[config.mk]
export PLATFORM = sky130hd
export DESIGN_NAME = dispctl_regs
export DESIGN_NICKNAME = d
export VERILOG_FILES = /design/src/rtl/dispctl_pkg.sv /design/src/rtl/dispctl_irq.sv /design/src/rtl/dispctl_go_track.sv /design/src/rtl/dispctl_shadow_bank.sv /design/src/rtl/dispctl_regs.sv
export SDC_FILE = /design/constraint.sdc
export NUM_CORES = 1
export LEC_CHECK = 0
export ABC_AREA = 1
export BUFFER_PORTS_ARGS = -buffer_cell sky130_fd_sc_hd__buf_2
export CAP_MARGIN = 5
export CORE_MARGIN = 2
export CORE_UTILIZATION = 50
export CTS_CLUSTER_DIAMETER = 100
export CTS_CLUSTER_SIZE = 40
export DETAILED_ROUTE_END_ITERATION = 8
export GPL_TIMING_DRIVEN = 0
export PLACE_DENSITY = 0.7
export SLEW_MARGIN = 0
export SYNTH_ARGS = -nofsm -noshare
export SYNTH_HDL_FRONTEND = slang
export SYNTH_HIERARCHICAL = 1
export SYNTH_SLANG_ARGS = --single-unit
[constraint.sdc]
create_clock -name clk -period 3.75 [get_ports clk]
set_input_delay 0.5625 -clock clk [delete_from_list [all_inputs] [get_ports clk]]
set_output_delay 0.5625 -clock clk [all_outputs]
set_load 0.02 [all_outputs]
[src/rtl/dispctl_pkg.sv]
package dispctl_pkg;
  localparam int DW = 32;
  typedef logic [DW-1:0] word_t;

  // register offsets (byte addresses)
  localparam int unsigned OFF_SYSCFG  = 'h00;
  localparam int unsigned OFF_SYSSTAT = 'h04;
  localparam int unsigned OFF_IRQST   = 'h08;
  localparam int unsigned OFF_IRQEN   = 'h0C;
  localparam int unsigned OFF_CTRL    = 'h10;
  localparam int unsigned OFF_CAPS    = 'h14;
  localparam int unsigned OFF_BG0     = 'h18;
  localparam int unsigned OFF_BG1     = 'h1C;
  localparam int unsigned OFF_TR0     = 'h20;
  localparam int unsigned OFF_TR1     = 'h24;
  localparam int unsigned OFF_TIMH    = 'h28;
  localparam int unsigned OFF_TIMV    = 'h2C;
  localparam int unsigned OFF_POL     = 'h30;
  localparam int unsigned OFF_DIV     = 'h34;
  localparam int unsigned OFF_LCDSZ   = 'h38;
  localparam int unsigned OFF_DIGSZ   = 'h3C;
  localparam int unsigned OFF_GBASE   = 'h40;
  localparam int unsigned OFF_GPOS    = 'h44;
  localparam int unsigned OFF_GSIZE   = 'h48;
  localparam int unsigned OFF_GATTR   = 'h4C;
  localparam int unsigned OFF_ROWINC  = 'h50;
  localparam int unsigned OFF_PIXINC  = 'h54;

  // write masks
  localparam word_t M_SYSCFG = 32'h0000_301B;
  localparam word_t M_CTRL   = 32'h07FF_9FFF;
  localparam word_t M_CAPS   = 32'h0000_03FF;
  localparam word_t M_COLOR  = 32'h00FF_FFFF;
  localparam word_t M_TIMING = 32'h0FF0_FF3F;
  localparam word_t M_POL    = 32'h0003_FFFF;
  localparam word_t M_DIV    = 32'h00FF_00FF;
  localparam word_t M_XY     = 32'h07FF_07FF;
  localparam word_t M_ATTR   = 32'h0000_07FF;

  // control bit positions and counts
  localparam int SOFT_RST_BIT = 1;
  localparam int GO_BIT_LO    = 5;   // bit 5 = LCD go, bit 6 = digital go
  localparam int NUM_OUT      = 2;
  localparam word_t GO_BITS   = word_t'(((1 << NUM_OUT) - 1) << GO_BIT_LO);

  // reset values
  localparam word_t RST_CAPS = 32'h0000_0161;
  localparam word_t RST_INC  = 32'h0000_0001;
endpackage

[src/rtl/dispctl_irq.sv]
module dispctl_irq #(
  parameter int IRQ_W = 16
) (
  input  logic             clk,
  input  logic             rst,
  input  logic             en_we,
  input  logic             clr_we,
  input  logic [IRQ_W-1:0] wr_bits,
  input  logic [IRQ_W-1:0] event_bits,
  output logic [IRQ_W-1:0] status,
  output logic [IRQ_W-1:0] enable,
  output logic             irq
);
  logic [IRQ_W-1:0] status_n, enable_n;

  always_comb begin
    status_n = (status & ~(clr_we ? wr_bits : '0)) | event_bits;
    enable_n = en_we ? wr_bits : enable;
  end

  always_ff @(posedge clk) begin
    if (rst) begin
      status <= '0;
      enable <= '0;
      irq    <= 1'b0;
    end else begin
      status <= status_n;
      enable <= enable_n;
      irq    <= |(status_n & enable_n);
    end
  end

  // clearing all bits with no event leaves status empty
  a_r5_clear_all: assert property (@(posedge clk) disable iff (rst)
    (clr_we && (&wr_bits) && event_bits == '0) |=> status == '0);
  // an event bit is always recorded
  a_r5_event_sets: assert property (@(posedge clk) disable iff (rst)
    (event_bits != '0) |=> ((status & $past(event_bits)) == $past(event_bits)));
  // with nothing enabled and no enable write, no interrupt follows
  a_r6_masked_quiet: assert property (@(posedge clk) disable iff (rst)
    (!en_we && enable == '0) |=> !irq);
endmodule

[src/rtl/dispctl_go_track.sv]
module dispctl_go_track (
  input  logic clk,
  input  logic rst,
  input  logic set,
  input  logic frame_end,
  output logic pending,
  output logic xfer
);
  assign xfer = pending & frame_end;

  always_ff @(posedge clk) begin
    if (rst) pending <= 1'b0;
    else     pending <= set | (pending & ~frame_end);
  end

  // a go bit only self-clears at a frame boundary (or reset)
  a_r8_clear_on_frame: assert property (@(posedge clk) disable iff (rst)
    $fell(pending) |-> ($past(frame_end) || $past(rst)));
  // an armed go survives cycles without a frame boundary
  a_r8_hold_armed: assert property (@(posedge clk) disable iff (rst)
    (pending && !frame_end) |=> pending);
endmodule

[src/rtl/dispctl_shadow_bank.sv]
module dispctl_shadow_bank #(
  parameter int N = 4,
  parameter int W = 32
) (
  input  logic                clk,
  input  logic                rst,
  input  logic                load,
  input  logic [N-1:0][W-1:0] shadow,
  output logic [N-1:0][W-1:0] active
);
  always_ff @(posedge clk) begin
    if (rst)       active <= '0;
    else if (load) active <= shadow;
  end

  // the active set holds between transfers
  a_r10_hold: assert property (@(posedge clk) disable iff (rst)
    !load |=> $stable(active));
endmodule

[src/rtl/dispctl_regs.sv]
module dispctl_regs #(
  parameter int AW    = 8,
  parameter int IRQ_W = 16
) (
  input  logic             clk,
  input  logic             rst,
  input  logic             reg_valid,
  input  logic             reg_write,
  input  logic [AW-1:0]    reg_addr,
  input  logic [31:0]      reg_wdata,
  output logic [31:0]      reg_rdata,
  output logic             reg_rvalid,
  input  logic [IRQ_W-1:0] irq_event,
  input  logic             lcd_frame_end,
  input  logic             dig_frame_end,
  output logic             irq,
  output logic             lcd_en,
  output logic             dig_en,
  output logic [31:0]      act_timing_h,
  output logic [31:0]      act_timing_v,
  output logic [31:0]      act_pol_freq,
  output logic [31:0]      act_divisor,
  output logic [31:0]      act_lcd_size,
  output logic [31:0]      act_dig_size,
  output logic [31:0]      act_gfx_base,
  output logic [31:0]      act_gfx_pos,
  output logic [31:0]      act_gfx_size,
  output logic [31:0]      act_gfx_attr
);
  import dispctl_pkg::*;

  localparam int LCD_N = 5;
  localparam int GFX_N = 4;

  function automatic logic at(input logic [AW-1:0] a, input int unsigned off);
    return a == AW'(off);
  endfunction

  logic wr_en, rd_en, soft_rst, srst;
  assign wr_en    = reg_valid & reg_write;
  assign rd_en    = reg_valid & ~reg_write;
  assign soft_rst = wr_en && at(reg_addr, OFF_SYSCFG) && reg_wdata[SOFT_RST_BIT];
  assign srst     = rst | soft_rst;

  word_t sys_cfg, ctrl_q, caps;
  word_t bg [2];
  word_t tr [2];
  word_t tim_h, tim_v, pol, div_w, lcd_sz, dig_sz;
  word_t g_base, g_pos, g_size, g_attr, row_inc, pix_inc;

  // system configuration survives its own soft reset (keeps masked value)
  always_ff @(posedge clk) begin
    if (rst) sys_cfg <= '0;
    else if (wr_en && at(reg_addr, OFF_SYSCFG)) sys_cfg <= reg_wdata & M_SYSCFG;
  end

  // shadow / plain registers
  always_ff @(posedge clk) begin
    if (srst) begin
      ctrl_q <= '0;  caps <= RST_CAPS;
      bg[0] <= '0;   bg[1] <= '0;  tr[0] <= '0;  tr[1] <= '0;
      tim_h <= '0;   tim_v <= '0;  pol <= '0;    div_w <= '0;
      lcd_sz <= '0;  dig_sz <= '0;
      g_base <= '0;  g_pos <= '0;  g_size <= '0; g_attr <= '0;
      row_inc <= RST_INC;  pix_inc <= RST_INC;
    end else if (wr_en) begin
      case (reg_addr)
        AW'(OFF_CTRL):   ctrl_q  <= reg_wdata & M_CTRL & ~GO_BITS;
        AW'(OFF_CAPS):   caps    <= reg_wdata & M_CAPS;
        AW'(OFF_BG0):    bg[0]   <= reg_wdata & M_COLOR;
        AW'(OFF_BG1):    bg[1]   <= reg_wdata & M_COLOR;
        AW'(OFF_TR0):    tr[0]   <= reg_wdata & M_COLOR;
        AW'(OFF_TR1):    tr[1]   <= reg_wdata & M_COLOR;
        AW'(OFF_TIMH):   tim_h   <= reg_wdata & M_TIMING;
        AW'(OFF_TIMV):   tim_v   <= reg_wdata & M_TIMING;
        AW'(OFF_POL):    pol     <= reg_wdata & M_POL;
        AW'(OFF_DIV):    div_w   <= reg_wdata & M_DIV;
        AW'(OFF_LCDSZ):  lcd_sz  <= reg_wdata & M_XY;
        AW'(OFF_DIGSZ):  dig_sz  <= reg_wdata & M_XY;
        AW'(OFF_GBASE):  g_base  <= reg_wdata;
        AW'(OFF_GPOS):   g_pos   <= reg_wdata & M_XY;
        AW'(OFF_GSIZE):  g_size  <= reg_wdata & M_XY;
        AW'(OFF_GATTR):  g_attr  <= reg_wdata & M_ATTR;
        AW'(OFF_ROWINC): row_inc <= reg_wdata;
        AW'(OFF_PIXINC): pix_inc <= reg_wdata;
        default: ;
      endcase
    end
  end

  assign lcd_en = ctrl_q[0];
  assign dig_en = ctrl_q[1];

  // go bits: index 0 = LCD, index 1 = digital
  logic [NUM_OUT-1:0] go_set, go_pend, go_xfer, frame_end;
  assign frame_end = {dig_frame_end, lcd_frame_end};

  for (genvar i = 0; i < NUM_OUT; i++) begin : g_go
    assign go_set[i] = wr_en && at(reg_addr, OFF_CTRL) && reg_wdata[GO_BIT_LO + i];
    dispctl_go_track u_go (
      .clk(clk), .rst(srst), .set(go_set[i]), .frame_end(frame_end[i]),
      .pending(go_pend[i]), .xfer(go_xfer[i])
    );
  end

  // active banks
  logic [LCD_N-1:0][31:0] lcd_act;
  logic [GFX_N-1:0][31:0] gfx_act;
  logic [0:0][31:0]       dig_act;

  dispctl_shadow_bank #(.N(LCD_N), .W(32)) u_lcd_bank (
    .clk(clk), .rst(srst), .load(go_xfer[0]),
    .shadow({tim_h, tim_v, pol, div_w, lcd_sz}), .active(lcd_act)
  );
  dispctl_shadow_bank #(.N(GFX_N), .W(32)) u_gfx_bank (
    .clk(clk), .rst(srst), .load(|go_xfer),
    .shadow({g_base, g_pos, g_size, g_attr}), .active(gfx_act)
  );
  dispctl_shadow_bank #(.N(1), .W(32)) u_dig_bank (
    .clk(clk), .rst(srst), .load(go_xfer[1]),
    .shadow(dig_sz), .active(dig_act)
  );

  assign {act_timing_h, act_timing_v, act_pol_freq, act_divisor, act_lcd_size} = lcd_act;
  assign {act_gfx_base, act_gfx_pos, act_gfx_size, act_gfx_attr}             = gfx_act;
  assign act_dig_size = dig_act[0];

  // interrupt
  logic [IRQ_W-1:0] irq_st, irq_en;
  dispctl_irq #(.IRQ_W(IRQ_W)) u_irq (
    .clk(clk), .rst(srst),
    .en_we(wr_en && at(reg_addr, OFF_IRQEN)),
    .clr_we(wr_en && at(reg_addr, OFF_IRQST)),
    .wr_bits(reg_wdata[IRQ_W-1:0]), .event_bits(irq_event),
    .status(irq_st), .enable(irq_en), .irq(irq)
  );

  // read path
  word_t rd_mux;
  always_comb begin
    case (reg_addr)
      AW'(OFF_SYSCFG):  rd_mux = sys_cfg;
      AW'(OFF_SYSSTAT): rd_mux = 32'd1;
      AW'(OFF_IRQST):   rd_mux = word_t'(irq_st);
      AW'(OFF_IRQEN):   rd_mux = word_t'(irq_en);
      AW'(OFF_CTRL):    rd_mux = ctrl_q | (word_t'(go_pend) << GO_BIT_LO);
      AW'(OFF_CAPS):    rd_mux = caps;
      AW'(OFF_BG0):     rd_mux = bg[0];
      AW'(OFF_BG1):     rd_mux = bg[1];
      AW'(OFF_TR0):     rd_mux = tr[0];
      AW'(OFF_TR1):     rd_mux = tr[1];
      AW'(OFF_TIMH):    rd_mux = tim_h;
      AW'(OFF_TIMV):    rd_mux = tim_v;
      AW'(OFF_POL):     rd_mux = pol;
      AW'(OFF_DIV):     rd_mux = div_w;
      AW'(OFF_LCDSZ):   rd_mux = lcd_sz;
      AW'(OFF_DIGSZ):   rd_mux = dig_sz;
      AW'(OFF_GBASE):   rd_mux = g_base;
      AW'(OFF_GPOS):    rd_mux = g_pos;
      AW'(OFF_GSIZE):   rd_mux = g_size;
      AW'(OFF_GATTR):   rd_mux = g_attr;
      AW'(OFF_ROWINC):  rd_mux = row_inc;
      AW'(OFF_PIXINC):  rd_mux = pix_inc;
      default:          rd_mux = '0;
    endcase
  end

  always_ff @(posedge clk) begin
    if (rst) begin
      reg_rdata  <= '0;
      reg_rvalid <= 1'b0;
    end else begin
      reg_rvalid <= rd_en;
      if (rd_en) reg_rdata <= rd_mux;
    end
  end

  // read data is only flagged after a read request
  a_r2_rvalid_follows_read: assert property (@(posedge clk) disable iff (rst)
    reg_rvalid |-> $past(rd_en));
  // the output enables move only on a control write or a reset
  a_r7_en_stable: assert property (@(posedge clk) disable iff (srst)
    !(wr_en && at(reg_addr, OFF_CTRL)) |=> ($stable(lcd_en) && $stable(dig_en)));
endmodule

==> qor.csv <==
stage;metric;value;unit
timing;fin_crit_sh;0.831;
worst_setup_path;crit-reg2reg-launch;g_go[0].u_go/pending;
hold_path;holdCritPathClass;in -> reg;
finish;area_delta_synth_final;14.5;%
hold_path;hold_depth;3;
grt;grt_max_degree;41;
clock_network;insertion_delay;0.64;ns
flow_run;drv_cap;3;
outcome;outcome;finished with violations;
worst_setup_path;rrSetupSlack;1.81;ns
clock_network;cts-resized-gates;0;
clock_network;cts_root_buf;clkbuf_16;
timing;rsz0062_at_grt;no;
clock_network;cts_setup_buffers;0;
clock_network;cts.sinks;796;
worst_setup_path;r2r_cells;8;
outcome;violations;capacitance limit, slew limit;
finish;final.fill_count;6767;
worst_setup_path;cp_slowest_cell;buf_2;
timing;slew_headroom;-0.0477;
grt;use_met2;0.559;
clock_network;h-tree-depth;2;
floorplanning;die_h;265;µm
routing;vias_per_cell;5.21;
place;dp_cells;6337;
floorplanning;start_util;0.505;
timing;post-route-min-period;3.12;ns
synth;seq_area_frac_synth;0.497;
timing;final-hold-violation-count;0;
grt;grtUsageTotal;0.370;
synth;ys.flop_type;dfxtp_1;
clock_network;clk_pin_slew;0.13;ns
synth;ys_top_cells_by_area;dfxtp_1 41%, nand2_1 21%, nor2_1 9.3%;
grt;top_usage_layer;met2;
finish;nets;5563;
clock_network;cts_tree;yes;
timing;clock_skew;0.0331;ns
grt;grt_util_met3;0.0901;
power_and_ir_drop;p_leak;16.6;nW
hold_path;hold_start;irq_event[15];
routing;num_vias;33400;
timing;finalWorstSetupSlack;0.634;ns
floorplanning;fp.dieW;265;µm
synth;synth_edf_count;96;
worst_setup_path;path_max_fanout;15;
synth;synth-seq-cells;796;
timing;setup_viol;0;
place;gp_congestion;1.04;
place;dpl_worst_slack;0.137;ns
routing;firstDrtPassIters;7;
grt;grt_antenna_before_repair;7;
grt;grt_first_pass_wirelength;191000;µm
synth;synth.avg_cell_area;6.88;µm²
synth;yosysWarnings;6;
routing;drtAntennaViolNets;0;
place;port_buffers;411;
grt;met1_usage;0.503;
timing;fmax;321;MHz
floorplanning;fp.dieArea;70100;µm²
place;dp_hpwl;101000;µm
worst_setup_path;slowest_delay;0.53;ns
clock_network;hold_buffers;0;
hold_path;min_to;u_irq/status[15];
synth;synth_top_area_frac;0.412;
power_and_ir_drop;power.total;0.0147;W
synth;synth_cells;4940;
worst_setup_path;regToRegEndpoint;u_gfx_bank/active[105];
worst_setup_path;critPathRequiredTime;4.25;ns
finish;drive_above_1_share;0.137;
timing;worstMarginPinSlew;1.57;ns
clock_network;numCtsBuffers;34;
floorplanning;std_cell_rows;95;
worst_setup_path;crit_path_start_kind;input pin;
finish;final_common_cell;nand2_1;
power_and_ir_drop;p_per_area;377;nW/µm²
routing;drcViolationCount;0;
power_and_ir_drop;peakVddDrop;0.323;mV
synth;netlist.top_cell.by_area;dfxtp_1;
routing;drt_iter0_drc;4569;
worst_setup_path;worstSetupPathType;in -> reg;
floorplanning;coreArea;67300;µm²
worst_setup_path;crit_path_cell_trace;buf_2 > nor2_2 > nand2_2 > nor2_4 > inv_2 > nor2_1 > nand2_1 > nand2_2 > buf_2 > clkbuf_1 > clkbuf_1 > nor2_1;
worst_setup_path;worst_ep_arrival_time;3.62;ns
synth;synth_area;34000;µm²
worst_setup_path;crit_path_end_kind;flop;
grt;gr-total-overflow;0;
grt;grt_pass1_vias;29700;
synth;async_flop_share;0;
routing;wirelength;133000;µm
clock_network;clockBufferDepth;3;
timing;slew_viol_final;33;
finish;instances_no_fill;6404;
floorplanning;io_pins;418;
synth;yosysUniqueCellTypes;28;
routing;wl_per_cell;20.8;µm
finish;mostFrequentLayoutCells;1,857 x nand2_1, 845 x nor2_1, 700 x dfxtp_1;
registers in the layout, indices dropped and copies added, names as in the netlist, 10 cells and up:
register and cells:
reg_rdata 32, pol 18, caps 10, g_size 22
u_dig_bank/active 32, g_base 32, u_irq/enable 16, bg 48
lcd_sz 22, div_w 16, u_lcd_bank/active 160, g_attr 11
pix_inc 32, g_pos 22, ctrl_q 23, tim_h 22
tr 48, u_irq/status 16, row_inc 32, dig_sz 22
tim_v 22, u_gfx_bank/active 128
per-layer routing:
metal,up-vias,wire [µm],share of wire
li1,16000,-,-
met1,15300,53200,0.40
met2,1828,56600,0.42
met3,315,16300,0.12
met4,6,7210,0.054
met5,-,46,0.00034
cell usage after synthesis, types with 9 or more instances:
master / instances
nor2_1: 845
dfxtp_1: 700
o21ai_0: 33
nand2_1: 1859
nand3_1: 189
a21oi_1: 359
buf_4: 52
nand4_1: 13
edfxtp_1: 96
buf_6: 27
inv_1: 479
nor2_2: 20
inv_2: 14
clkbuf_1: 67
o21ai_1: 9
buf_2: 137
nand2_2: 14
final cells by class:
class | count | area (µm²) | share of cell area
well taps | 873 | 1090 | 0.0281
clock buffers | 39 | 911 | 0.0234
clock inverters | 22 | 347 | 0.00890
repair buffers | 415 | 2130 | 0.0548
inverters | 493 | 1850 | 0.0475
flip-flops and latches | 796 | 16900 | 0.434
multi-input cells | 3471 | 14000 | 0.360
plain buffers | 290 | 1670 | 0.0430
diodes | 5 | 12.5 | 0.000321
worst max-delay path by stage:
stage	endpoint	slack, ns	start
final	u_irq/enable[8]	0.63	reg_addr[1]
after CTS	u_irq/enable[8]	0.80	reg_addr[1]
after global routing	u_irq/enable[9]	0.58	reg_addr[1]
after floorplan	bg[0][0]	0.31	reg_addr[1]
after global placement	bg[0][4]	-2.22	reg_addr[1]
after detailed placement	u_irq/enable[8]	0.14	reg_addr[1]
critical path: cells and delay by family:
kind	cells	cell delay, ns
buf+inv	5	1.57
simple gates	7	1.47
per-stage QoR:
stage | cell area (µm²) | util | TNS, ns | hold slack, ns
global placement | 37500 | 0.558 | -104.84 | 0.447
global route | 38900 | 0.578 | 0 | 0.169
CTS | 38900 | 0.578 | 0 | 0.175
detailed placement | 37600 | 0.559 | 0 | 0.453
floorplan | 34400 | - | 0 | 0.439
finish | 38900 | 0.579 | 0 | 0.180
kinds of logic after synthesis:
kind of cell,after synthesis,share of synthesized area
AOI/OAI and AO/OA,411,0.0616
and+or+nand+nor,2949,0.337
buffers and inverters,783,0.104
DFF,796,0.497
other,1,0.000110
where the power goes:
part	total [W]	switching, W	internal (W)
combinational	0.000758	0.000600	0.000158
sequential	0.00871	0.0000285	0.00868
clock	0.00520	0.00312	0.00208
Note: power is estimated with default switching activity, not from simulation.
